## src/rtl/extpin_pkg.sv

```systemverilog
// Package: shared widths, register addresses, edge codes and the control
// register layout of the external pin capture unit.
package extpin_pkg;

    localparam int COUNT_W = 24;
    localparam int ADDR_W  = 2;

    localparam logic [ADDR_W-1:0] ADDR_CTRL = 2'd0;
    localparam logic [ADDR_W-1:0] ADDR_FLAG = 2'd1;
    localparam logic [ADDR_W-1:0] ADDR_CAP  = 2'd2;

    typedef enum logic [1:0] {
        EDGE_FALL = 2'b00,
        EDGE_RISE = 2'b01,
        EDGE_BOTH = 2'b10,
        EDGE_NONE = 2'b11
    } edge_sel_t;

    // Layout, LSB first: pin_en[0], edge_sel[2:1], rst_mode[3], irq_en[4], db_en[5]
    typedef struct packed {
        logic      db_en;
        logic      irq_en;
        logic      rst_mode;
        edge_sel_t edge_sel;
        logic      pin_en;
    } ctrl_t;

    localparam int CTRL_W = $bits(ctrl_t);

endpackage

```

## src/rtl/extpin_sync.sv

```systemverilog
// Module: extpin_sync
// Brings an asynchronous single-bit input into the clk domain through a
// chain of STAGES flops. Assumes the input level is held for at least
// one clock to be seen; no edge is produced here.
module extpin_sync #(
    parameter int STAGES = 2
) (
    input  logic clk,
    input  logic rst_n,
    input  logic async_in,
    output logic sync_out
);
    logic [STAGES-1:0] chain_q;

    // Shift the raw input through the synchronizer chain.
    always_ff @(posedge clk) begin
        if (!rst_n) chain_q <= '0;
        else        chain_q <= {chain_q[STAGES-2:0], async_in};
    end

    assign sync_out = chain_q[STAGES-1];
endmodule

```

## src/rtl/extpin_debounce.sv

```systemverilog
// Module: extpin_debounce
// Level filter: the output takes a new level only when the input and the
// last SAMPLES-1 samples all agree. Assumes a synchronized input.
module extpin_debounce #(
    parameter int SAMPLES = 3
) (
    input  logic clk,
    input  logic rst_n,
    input  logic lvl_in,
    output logic lvl_out
);
    localparam int HIST_W = SAMPLES - 1;

    logic [HIST_W-1:0] hist_q;
    logic              lvl_q;
    logic              agree;

    assign agree = (hist_q == {HIST_W{lvl_in}});

    // Keep the recent sample history.
    always_ff @(posedge clk) begin
        if (!rst_n) hist_q <= '0;
        else        hist_q <= {hist_q[HIST_W-2:0], lvl_in};
    end

    // Accept the input level once every stored sample matches it.
    always_ff @(posedge clk) begin
        if (!rst_n)     lvl_q <= 1'b0;
        else if (agree) lvl_q <= lvl_in;
    end

    assign lvl_out = lvl_q;

    // A level change must follow a run of identical samples.
    assert_stable_run_R8: assert property (@(posedge clk) disable iff (!rst_n)
        !$stable(lvl_q) |-> ($past(lvl_in) == lvl_q && $past(hist_q) == {HIST_W{lvl_q}}))
        else $error("debounce accepted an unsettled level");
endmodule

```

## src/rtl/extpin_edge.sv

```systemverilog
// Module: extpin_edge
// Remembers the previous filtered level and flags the edge kind picked by
// sel. The spare code gives no edge. Output is combinational for one cycle.
module extpin_edge
    import extpin_pkg::*;
(
    input  logic      clk,
    input  logic      rst_n,
    input  logic      lvl,
    input  edge_sel_t sel,
    output logic      hit
);
    logic prev_q;

    // Track last cycle's level.
    always_ff @(posedge clk) begin
        if (!rst_n) prev_q <= 1'b0;
        else        prev_q <= lvl;
    end

    // Pick the transition kind the edge code asks for.
    always_comb begin
        case (sel)
            EDGE_FALL: hit = prev_q & ~lvl;
            EDGE_RISE: hit = ~prev_q & lvl;
            EDGE_BOTH: hit = prev_q ^ lvl;
            default:   hit = 1'b0;
        endcase
    end

    // A hit always comes with a level change.
    assert_hit_change_R1: assert property (@(posedge clk) disable iff (!rst_n)
        hit |=> (prev_q != $past(prev_q)))
        else $error("edge hit without a level change");
endmodule

```

## src/rtl/extpin_capture.sv

```systemverilog
// Module: extpin_capture (top)
// Watches an external pin, finds the chosen edge and either snapshots the
// live count with an event flag or pulses the counter reset. Assumes
// count_in is synchronous to clk; the counter is outside this block.
module extpin_capture
    import extpin_pkg::*;
#(
    parameter int SYNC_STAGES = 2,
    parameter int DB_SAMPLES  = 3
) (
    input  logic               clk,
    input  logic               rst_n,
    input  logic               pin_in,
    input  logic [COUNT_W-1:0] count_in,
    input  logic               wr_en,
    input  logic [ADDR_W-1:0]  wr_addr,
    input  logic [CTRL_W-1:0]  wr_data,
    input  logic [ADDR_W-1:0]  rd_addr,
    output logic [COUNT_W-1:0] rd_data,
    output logic [COUNT_W-1:0] cap_value,
    output logic               cnt_rst,
    output logic               ext_flag,
    output logic               ext_irq
);
    ctrl_t              ctl_q;
    logic [COUNT_W-1:0] cap_q;
    logic               flag_q;
    logic               rst_pulse_q;
    logic               sync_lvl, db_lvl, sel_lvl, hit;
    logic               evt, cap_evt, rst_evt, clr_wr;

    extpin_sync #(.STAGES(SYNC_STAGES)) u_sync (
        .clk(clk), .rst_n(rst_n), .async_in(pin_in), .sync_out(sync_lvl));

    extpin_debounce #(.SAMPLES(DB_SAMPLES)) u_db (
        .clk(clk), .rst_n(rst_n), .lvl_in(sync_lvl), .lvl_out(db_lvl));

    assign sel_lvl = ctl_q.db_en ? db_lvl : sync_lvl;

    extpin_edge u_edge (
        .clk(clk), .rst_n(rst_n), .lvl(sel_lvl), .sel(ctl_q.edge_sel), .hit(hit));

    assign evt     = hit & ctl_q.pin_en;
    assign cap_evt = evt & ~ctl_q.rst_mode;
    assign rst_evt = evt & ctl_q.rst_mode;
    assign clr_wr  = wr_en && (wr_addr == ADDR_FLAG) && wr_data[0];

    // Control register write.
    always_ff @(posedge clk) begin
        if (!rst_n)                                  ctl_q <= '0;
        else if (wr_en && (wr_addr == ADDR_CTRL))    ctl_q <= ctrl_t'(wr_data);
    end

    // Snapshot the live count on a capture event.
    always_ff @(posedge clk) begin
        if (!rst_n)       cap_q <= '0;
        else if (cap_evt) cap_q <= count_in;
    end

    // Event flag: hardware set has priority over write-1 clear.
    always_ff @(posedge clk) begin
        if (!rst_n)       flag_q <= 1'b0;
        else if (cap_evt) flag_q <= 1'b1;
        else if (clr_wr)  flag_q <= 1'b0;
    end

    // One-cycle counter reset per edge in reset mode.
    always_ff @(posedge clk) begin
        if (!rst_n) rst_pulse_q <= 1'b0;
        else        rst_pulse_q <= rst_evt;
    end

    // Register read mux.
    always_comb begin
        case (rd_addr)
            ADDR_CTRL: rd_data = {{(COUNT_W-CTRL_W){1'b0}}, ctl_q};
            ADDR_FLAG: rd_data = {{(COUNT_W-1){1'b0}}, flag_q};
            ADDR_CAP:  rd_data = cap_q;
            default:   rd_data = '0;
        endcase
    end

    assign cap_value = cap_q;
    assign cnt_rst   = rst_pulse_q;
    assign ext_flag  = flag_q;
    assign ext_irq   = flag_q & ctl_q.irq_en;

    assert_capture_load_R4: assert property (@(posedge clk) disable iff (!rst_n)
        cap_evt |=> (flag_q && cap_q == $past(count_in)))
        else $error("capture event did not load count and flag");

    assert_reset_mode_R5: assert property (@(posedge clk) disable iff (!rst_n)
        rst_pulse_q |-> ($past(ctl_q.rst_mode && ctl_q.pin_en) && $stable(cap_q)))
        else $error("reset pulse outside reset mode or capture moved");

    assert_pin_disabled_R3: assert property (@(posedge clk) disable iff (!rst_n)
        !ctl_q.pin_en |=> (!rst_pulse_q && $stable(cap_q) && !$rose(flag_q)))
        else $error("disabled pin caused an action");

    assert_code_none_R2: assert property (@(posedge clk) disable iff (!rst_n)
        (ctl_q.edge_sel == EDGE_NONE) |=> (!rst_pulse_q && $stable(cap_q) && !$rose(flag_q)))
        else $error("spare edge code caused an action");

    assert_flag_clear_R6: assert property (@(posedge clk) disable iff (!rst_n)
        $fell(flag_q) |-> $past(clr_wr))
        else $error("flag cleared without a write of 1");
endmodule

```

## config.mk

```make
export PLATFORM = sky130hd
export DESIGN_NAME = extpin_capture
export DESIGN_NICKNAME = d
export VERILOG_FILES = /design/src/rtl/extpin_pkg.sv /design/src/rtl/extpin_sync.sv /design/src/rtl/extpin_debounce.sv /design/src/rtl/extpin_edge.sv /design/src/rtl/extpin_capture.sv
export SDC_FILE = /design/constraint.sdc
export NUM_CORES = 1
export LEC_CHECK = 0
export ABC_AREA = 1
export BUFFER_PORTS_ARGS = -buffer_cell sky130_fd_sc_hd__buf_2
export CAP_MARGIN = 20
export CELL_PAD_IN_SITES_DETAIL_PLACEMENT = 1
export CELL_PAD_IN_SITES_GLOBAL_PLACEMENT = 1
export CORE_UTILIZATION = 29
export CTS_CLUSTER_DIAMETER = 200
export DETAILED_ROUTE_END_ITERATION = 12
export PLACE_DENSITY = 0.85
export RECOVER_POWER = 25
export SETUP_SLACK_MARGIN = 0.4
export SLEW_MARGIN = 15
export SYNTH_ARGS = -nofsm -noshare
export SYNTH_HDL_FRONTEND = slang
export SYNTH_SLANG_ARGS = --single-unit
```

## constraint.sdc

```tcl
create_clock -name clk -period 2.2 [get_ports clk]
set_clock_uncertainty 0.15 [all_clocks]
set_input_delay 0.33 -clock clk [delete_from_list [all_inputs] [get_ports clk]]
set_output_delay 0.33 -clock clk [all_outputs]
set_load 0.02 [all_outputs]
```

# After elaboration in Yosys (flattened, before gate mapping)
# Index checks and enable logic that the tools add are counted.
op_classes:
  n_reduce_logical: 7
  bitwise_logic: 10
  n_eq_ne: 6
  muxes: 5
op_table:
  columns: ["op", "count"]
  rows:
  - ["$pmux 24 s3", 1]
  - ["$and 1x1->1", 6]
  - ["$eq 2x1->1 const B", 3]
  - ["$logic_not 2->1", 3]
  - ["$eq 2x2->1 const B", 2]
  - ["$logic_and 1x1->1", 3]
  - ["$mux 1", 3]
  - ["$not 1->1", 3]
  - ["$pmux 1 s3", 1]
  - ["$eq 2x2->1", 1]
  - ["$reduce_bool 2->1", 1]
  - ["$xor 1x1->1", 1]
word_totals:
  reg_bits: 38
  inputBits: 38
  elab_cells: 40
  out_inout_bits: 51

# Longest topological paths before layout
# Gate-level depths: netlist (run 1).
depth:
  depth_word: 7
  mapped_depth: 12
  depth_no_buf: 11

# Cells and area by module
# Synthesis (run 1) repeated with hierarchy kept, for this count alone.
hier_totals:
  hier_cells: 244
  area_unflattened_um2: 1686.6
modules_own_cells:
  columns: ["mod", "cells_each", "n_inst", "area_each_um2"]
  rows:
  - ["extpin_capture", 208, 1, 1423.9]
  - ["extpin_debounce", 16, 1, 110.1]
  - ["extpin_edge", 14, 1, 97.6]
  - ["extpin_sync", 6, 1, 55.1]

# Worst setup path after synthesis (run 1)
# OpenSTA, ideal clock, no wires.
synth_path:
  path_kind: "reg-to-reg"
  from: "reg u_sync.chain_q[1]"
  to: "reg cap_q[15] (netlist: cap_value[15])"
  path_buffers: 2
  arrival_time_ps: 1569
  required_ps: 1938
  stages_incl_launch_ff: 9
  setup_slack_ps: 369
  period_less_slack_ps: 1831
  setup_ps: 112
  path_cell_list: "dfxtp_1 o21ai_0 ha_1 o21ai_1 nand4_1 buf_4 buf_6 nor2_2 nor2_1"
synth_between:
  elab_chain_len: 6
  elab_cells_between_ends: 8
  cone_classes: "2 x mux; 6 x bitwise"
synth_lines:
  columns: ["element", "line", "text"]
  rows:
  - ["start, declared", "extpin_sync.sv:13", "logic [STAGES-1:0] chain_q;"]
  - ["start signal, assigned", "extpin_sync.sv:18", "else chain_q <= {chain_q[STAGES-2:0], async_in};"]
  - ["$mux 1 *", "extpin_capture.sv:38", "assign sel_lvl = ctl_q.db_en ? db_lvl : sync_lvl;"]
  - ["$not 1->1", "extpin_edge.sv:24", "EDGE_FALL: hit = prev_q & ~lvl;"]
  - ["$and 1x1->1", "extpin_edge.sv:24", null]
  - ["$pmux 1 s3 *", "extpin_edge.sv:23", "case (sel)"]
  - ["$and 1x1->1 *", "extpin_capture.sv:43", "assign evt = hit & ctl_q.pin_en;"]
  - ["$and 1x1->1 *", "extpin_capture.sv:44", "assign cap_evt = evt & ~ctl_q.rst_mode;"]
  - ["end signal, assigned", "extpin_capture.sv:57", "else if (cap_evt) cap_q <= count_in;"]
  - ["end, declared", "extpin_capture.sv:26", "logic [COUNT_W-1:0] cap_q;"]
# Mark *: on every way between the ends. The rest lies on a longest branch, timed or not.
# A chain may end at the register's enable or synchronous reset.

# Final worst setup path (run 1)
layout_path:
  from: "reg ctl_q[5] in the netlist's numbering"
  to: "reg cap_q[13] (netlist: cap_value[13])"
layout_between:
  elab_chain_len: 6
  elab_cells_between_ends: 8
  cone_classes: "2 x mux; 6 x bitwise"
layout_lines:
  columns: ["element", "line", "text"]
  rows:
  - ["start, declared", "extpin_capture.sv:25", "ctrl_t ctl_q;"]
  - ["start signal, assigned", "extpin_capture.sv:51", "else if (wr_en && (wr_addr == ADDR_CTRL)) ctl_q <= ctrl_t'(wr_data);"]
  - ["$mux 1 *", "extpin_capture.sv:38", null]
  - ["$not 1->1", "extpin_edge.sv:24", null]
  - ["$and 1x1->1", "extpin_edge.sv:24", null]
  - ["$pmux 1 s3 *", "extpin_edge.sv:23", null]
  - ["$and 1x1->1 *", "extpin_capture.sv:43", null]
  - ["$and 1x1->1 *", "extpin_capture.sv:44", null]
# Marks and branches as above.

==> metrics.txt, run 1 <==
status=completed; # IOs=89; Slew headroom=0.515; WL met2=2720 um; mapped cell area=0.00169 mm^2; Switching Power=0.382 mW; first-pass GRT wire length=around 8500 um; PortBufs=slightly below 90; Cell variety after synth=20; metal3 WL=between 300 and 400 um; dpl cell area=0.00221 mm^2; Hold Worst Slack=between 80 and 90 ps; Combinational Power Share=0.139; Via density=between 4 and 5; Final WS setup=327 ps; Max Transition Viols Final=0; Worst R2R Path Depth=9; H-tree depth=2; DRC=0; TritonCTS Buffers=5; reg2reg setup slack=around 330 ps; LEAKAGE=1.40 nW; final core utilization=0.459; cts hold-fix bufs=0; Chip Height=78.4 um; Synth Net Count=roughly 300; gpl congestion=between 0.7 and 0.8; Metal-1 WL=2410 um; top layer used by detailed routing=met4; Final Cycle Share=0.851; Initial Utilization=0.304; latest clock arrival within the worst-skew pair=290 ps; Hold Fails Final Rpt=0; r2r endpoint=cap_value[13]; most frequent cells in the layout=buf_2 (77), nor2_1 (62), nand2_1 (51); Pwr per Cell Area=approximately 560 mW/mm^2; DP Worst Slack=337 ps; CP arrival=between 1500 and 2000 ps; vias in the first global route=1,916; n_diodes=0; # rows=27; FF-to-FF Start=ctl_q[5]; post-DR wirelength/cell=~13 um; die width=78.4 um; largest net degree at the start of global routing=21; switching fraction of total power=0.268; Routed WL=5520 um; Gate Count Post-Synth=259; final setup TNS=0 ps; commonest non-fill, non-tap cell in the layout=buf_2; hold crit path type=primary input to flop; via count=roughly 1,900; RSZ-0062 raised after global routing=yes; largest area contributor in the netlist=dfxtp_1; Antenna Nets Post-Route=0; sequential share of power=0.508; ys flop type=dfxtp_1; synth-to-layout area growth=51.1%; maximum clock path buffer count=2; Worst Tran Pin Value=727 ps; Sink Count=38; Post-synth ARST share=0; # setup viols final=0; Int Pwr=1.04 mW; total grt overflow=0; Seq cells post-synth=38; NumNets Final=approximately 400; Seq/Total Area, Yosys=0.449; Post-synth EDFFs=0; post-synthesis average cell area=6.54 um^2; Max Fclk=around 530 MHz; clk slew on worst S/H paths=80 ps; hold path cells=3; worst endpoint required time=2280 ps; worst hold start=pin_in; Critical Path Fanout Max=5; initial antenna violation count=0; min Tclk post-route=1870 ps; worst ir drop on vdd=0.000279 V; Min-Delay Endpoint=u_sync.chain_q[0]; Iter 0 DRT Violations=63; Clk pwr share=0.353; fin area=0.00256 mm^2; GRT Total Usage=0.177; Yosys warning count=0; CTS tree=done; Worst Setup Path Type=flop to flop; clock root buffer=clkbuf_8; Critical Path Source Type=flop; reported max-cap violation count=0; synth top area cells=dfxtp_1 (45%), nor2_1 (16%), nand2_1 (14%); Die ar.=0.00615 mm^2; Placeable Area=0.00557 mm^2; HPWL after DPL=3580 um; share of the synthesized area in the top cell type=0.449; share of cells above drive strength 1=0.373; drt first pass iters=4; CP Capture Type=flop
==> synth_stat cells (2+ instances only) <==
library cell	count
nor2_1	70
nand2_1	61
inv_1	42
dfxtp_1	38
o21ai_0	11
nor2_2	9
clkbuf_1	5
buf_2	4
a21oi_1	3
nand3_1	3
ha_1	2
nand4_1	2
nor3_1	2
==> power by group through the flow <==
stage                     sequential, mW  clock (mW)  combinational [mW]
after detailed placement           0.737           0               0.171
after CTS                          0.722       0.516               0.182
after floorplan                    0.750           0              0.0813
final                              0.723       0.503               0.198
after global placement             0.737           0               0.166
after global routing               0.726       0.541               0.219
==> worst max-delay path by stage <==
| stage | start | endpoint | slack, ps | cells after the start |
|---|---|---|---|---|
| after global routing | u_db.lvl_out | cap_value[11] | 210 | 11 |
| after floorplan | ctl_q[5] | cap_value[15] | 450 | 9 |
| after global placement | rd_addr[1] | rd_data[20] | 410 | 7 |
| final | ctl_q[5] | cap_value[13] | 330 | 9 |
| after detailed placement | ctl_q[5] | cap_value[7] | 340 | 9 |
| after CTS | ctl_q[5] | cap_value[15] | 390 | 9 |
==> stage by stage <==
step,instances,total power [mW]
global route,429,1.49
detailed placement,412,0.908
global placement,412,0.903
floorplan,259,0.831
CTS,424,1.42
finish,429,1.42
==> logic make-up (layout without fill, tap and decap cells) <==
logic type / after synthesis / in the layout / share of synthesized area
buffers and inverters: 53 / 151 / 0.127
adders and majority gates: 2 / 2 / 0.0148
and+or+nand+nor: 147 / 147 / 0.346
DFF: 38 / 38 / 0.449
AOI/OAI and AO/OA: 19 / 19 / 0.0628
==> state kept, by name, indices dropped and copies added (netlist names) <==
signal          flops
cnt_rst             1
u_db.lvl_out        1
u_edge.prev_q       1
cap_value          24
u_sync.chain_q      2
u_db.hist_q         2
ext_flag            1
ctl_q               6
==> critical path: stages, from the launching register on <==
cell	delay, ps
dfxtp_4	370
o21ai_4	160
ha_1	260
o21ai_2	140
nand4_1	170
buf_6	200
buf_16	140
nand2_1	70
nand2_1	70
nor2_1	80
==> per-layer routing <==
metal | up-vias | track usage
met5 | - | 0
met3 | 5 | 0.0453
met4 | 0 | 0.0500
met1 | 869 | 0.211
li1 | 957 | -
met2 | 56 | 0.312
==> area by class of cell <==
type / instances / area, um^2
Timing Repair Buffer: 101 / 662
Fill cell: 746 / 3020
Clock inverter: 1 / 5.00
Clock buffer: 7 / 86.3
Multi-Input combinational cell: 168 / 791
Inverter: 42 / 158
Tap cell: 72 / 90.1
Sequential cell: 38 / 767
==> repair_timing <==
| item | 4_1_cts | 5_1_grt |
|---|---|---|
| cloned | 2 | 5 |
| setup endpoints to repair | 33 | 26 |
| resized for setup | 10 | 25 |
| buffers inserted | 2 | 0 |
| pin swaps | 6 | 12 |
Power figures use the tool's default switching activity.
==> run 2, diff against run 1 <==
--- a/config.mk
+++ b/config.mk
@@ -5,12 +5,11 @@
 export SDC_FILE = /design/constraint.sdc
 export NUM_CORES = 1
 export LEC_CHECK = 0
-export ABC_AREA = 1
 export BUFFER_PORTS_ARGS = -buffer_cell sky130_fd_sc_hd__buf_2
 export CAP_MARGIN = 20
 export CELL_PAD_IN_SITES_DETAIL_PLACEMENT = 1
 export CELL_PAD_IN_SITES_GLOBAL_PLACEMENT = 1
-export CORE_UTILIZATION = 29
+export CORE_UTILIZATION = 32
 export CTS_CLUSTER_DIAMETER = 200
 export DETAILED_ROUTE_END_ITERATION = 12
 export PLACE_DENSITY = 0.85
==> constraint.sdc (replaced) <==
create_clock -name clk -period 1.9 [get_ports clk]
set_clock_uncertainty 0.15 [all_clocks]
set_input_delay 0.285 -clock clk [delete_from_list [all_inputs] [get_ports clk]]
set_output_delay 0.285 -clock clk [all_outputs]
set_load 0.02 [all_outputs]
==> metrics.txt, run 2 <==
mux share of post-synthesis cell area=0.216; worst ir drop on vdd=0.000306 V; via count=1,699; XOR/XNOR share of the synthesized area=0; Critical Path Source Type=flop; die width=about 77 um; CTS tree=done; cts hold-fix bufs=0; H-tree depth=2; Die ar.=0.00587 mm^2; largest net degree at the start of global routing=63; most frequent cells in the layout=buf_2 (62), nand2_1 (50), mux2i_1 (35); NumNets Final=334; # rows=26; Final Cycle Share=1.06; GRT Total Usage=0.173; Worst Setup Path Type=flop to flop; synth-to-layout area growth=57.9%; Worst Tran Pin Value=478 ps; TritonCTS Buffers=5; max reg flops=24; Fillers=629; n_diodes=0; slowest CP cell=dfxtp_2; RSZ-0062 raised after global routing=yes; Simple-Gate Fraction of Synth Area=0.257; Antenna Nets Post-Route=0; drt first pass iters=3; CP Buf/Inv Count=3; commonest non-fill, non-tap cell in the layout=buf_2; Synth Net Count=about 230; Slew headroom=0.682; maximum clock path buffer count=2; compound-gate portion of the synthesized area=0.0309; Critical Path Fanout Max=6; Max Fclk=495 MHz; clk slew on worst S/H paths=around 70 ps; gpl congestion=0.731; top post-synthesis cells by count=nand2_1 (51), dfxtp_1 (38), mux2i_1 (37); synth top area cells=dfxtp_1 (43%), mux2i_1 (21%), nand2_1 (11%); PortBufs=88; min Tclk post-route=2020 ps; total grt overflow=0; hold crit path type=primary input to flop; Routed WL=5550 um; share of the synthesized area in the top cell type=0.427; failing checks=negative setup slack; Max Transition Viols Final=0; reported max-cap violation count=0; share of cells above drive strength 1=0.481; post-DR wirelength/cell=15.2 um; Pwr per Cell Area=between 500 and 600 mW/mm^2; Yosys warning count=0; Final WS setup=-122 ps; count leader, synth=nand2_1; worst endpoint required time=1960 ps; Post-synth EDFFs=0; first-pass GRT wire length=8020 um; Gate Count Post-Synth=194; Seq cells post-synth=38; Hold Fails Final Rpt=0; # placed instances=~340; Initial Utilization=0.340; # setup viols final=25; latest clock arrival within the worst-skew pair=280 ps; Chip Height=76.6 um; CP arrival=2080 ps; final setup TNS=-2380 ps; Seq/Total Area, Yosys=0.427; clock root buffer=clkbuf_8; Placeable Area=roughly 0.0052 mm^2; CP delay by family, top=multiplexers; DRC=0; Sink Count=38; largest area contributor in the netlist=dfxtp_1; post-synthesis average cell area=9.18 um^2; ys flop type=dfxtp_1; vias in the first global route=around 1,700; initial antenna violation count=0; Worst path max stage delay=~340 ps; Synth Area in Adders=0.0141; LEAKAGE=~1.5 nW; crit-path cells=mux2i_2 -> inv_1 -> ha_2 -> mux2_4 -> a22oi_2 -> buf_4 -> clkbuf_16 -> mux2i_1; status=finished with violations; Via density=roughly 4.7; # IOs=between 80 and 90; Cell variety after synth=23; CP Capture Type=flop; Post-synth ARST share=0; Iter 0 DRT Violations=52; overall power=1.62 mW; combinational family with the most area after synthesis=simple AND/OR/NAND/NOR gates; HPWL after DPL=about 3400 um; mapped cell area=0.00178 mm^2; Finished Layout Cells=365
run 2: final cells by class:
type | instances | area (um^2) | share of cell area
multi-input cells | 141 | 995 | 0.354
flip-flops and latches | 38 | 767 | 0.273
well taps | 70 | 87.6 | 0.0312
repair buffers | 106 | 845 | 0.300
clock buffers | 8 | 110 | 0.0392
inverters | 2 | 7.51 | 0.00267
run 2: routing by layer:
layer / GRT usage / share of wire / routed length [um]
met1: 0.187 / 0.42 / 2350
met2: 0.332 / 0.52 / 2890
met3: 0.0347 / 0.044 / 247
met4: 0.0577 / 0.0099 / 55
met5: 0 / 0 / 0
run 2: path summary, 6_finish.rpt:
check,depth (start not counted),endpoint,slack (ps),startpoint
max,8,cap_value[17],-120,ctl_q[5]
min,2,u_sync.chain_q[0],60,pin_in
max reg2reg,8,cap_value[17],-120,ctl_q[5]
min reg2reg,1,u_sync.chain_q[1],290,u_sync.chain_q[0]
run 2: power by group:
group / internal [mW] / total, mW / switching [mW]
registers: 0.806 / 0.815 / 0.00908
clock network: 0.366 / 0.637 / 0.271
logic: 0.0912 / 0.171 / 0.0801
run 2: kinds of logic after synthesis:
kind of cell             Yosys count
AO/OA/AOI/OAI                      8
adder cells (fa/ha/maj)            2
buffers and inverters             15
multiplexers                      38
flip-flops                        38
AND/OR/NAND/NOR                   93
run 2: through the flow:
stage	worst slack (ps)	hold slack [ps]	instance area (um^2)	utilization
CTS	-93.9	48.0	2510	0.480
finish	-122	59.0	2810	0.537
floorplan	-9.81	262	1810	-
global route	-217	86.9	2810	0.537
detailed placement	-114	278	2310	0.441
global placement	-25.3	271	2310	0.441
run 2: repair_timing:
| item | in CTS | in global routing |
|---|---|---|
| gates resized for setup | 7 | 66 |
| pin swaps | 2 | 5 |
| setup buffers | 5 | 2 |
| endpoints found under the setup margin | 49 | 46 |
| cloned | 1 | 5 |
| endpoints found under the hold margin | 0 | 0 |
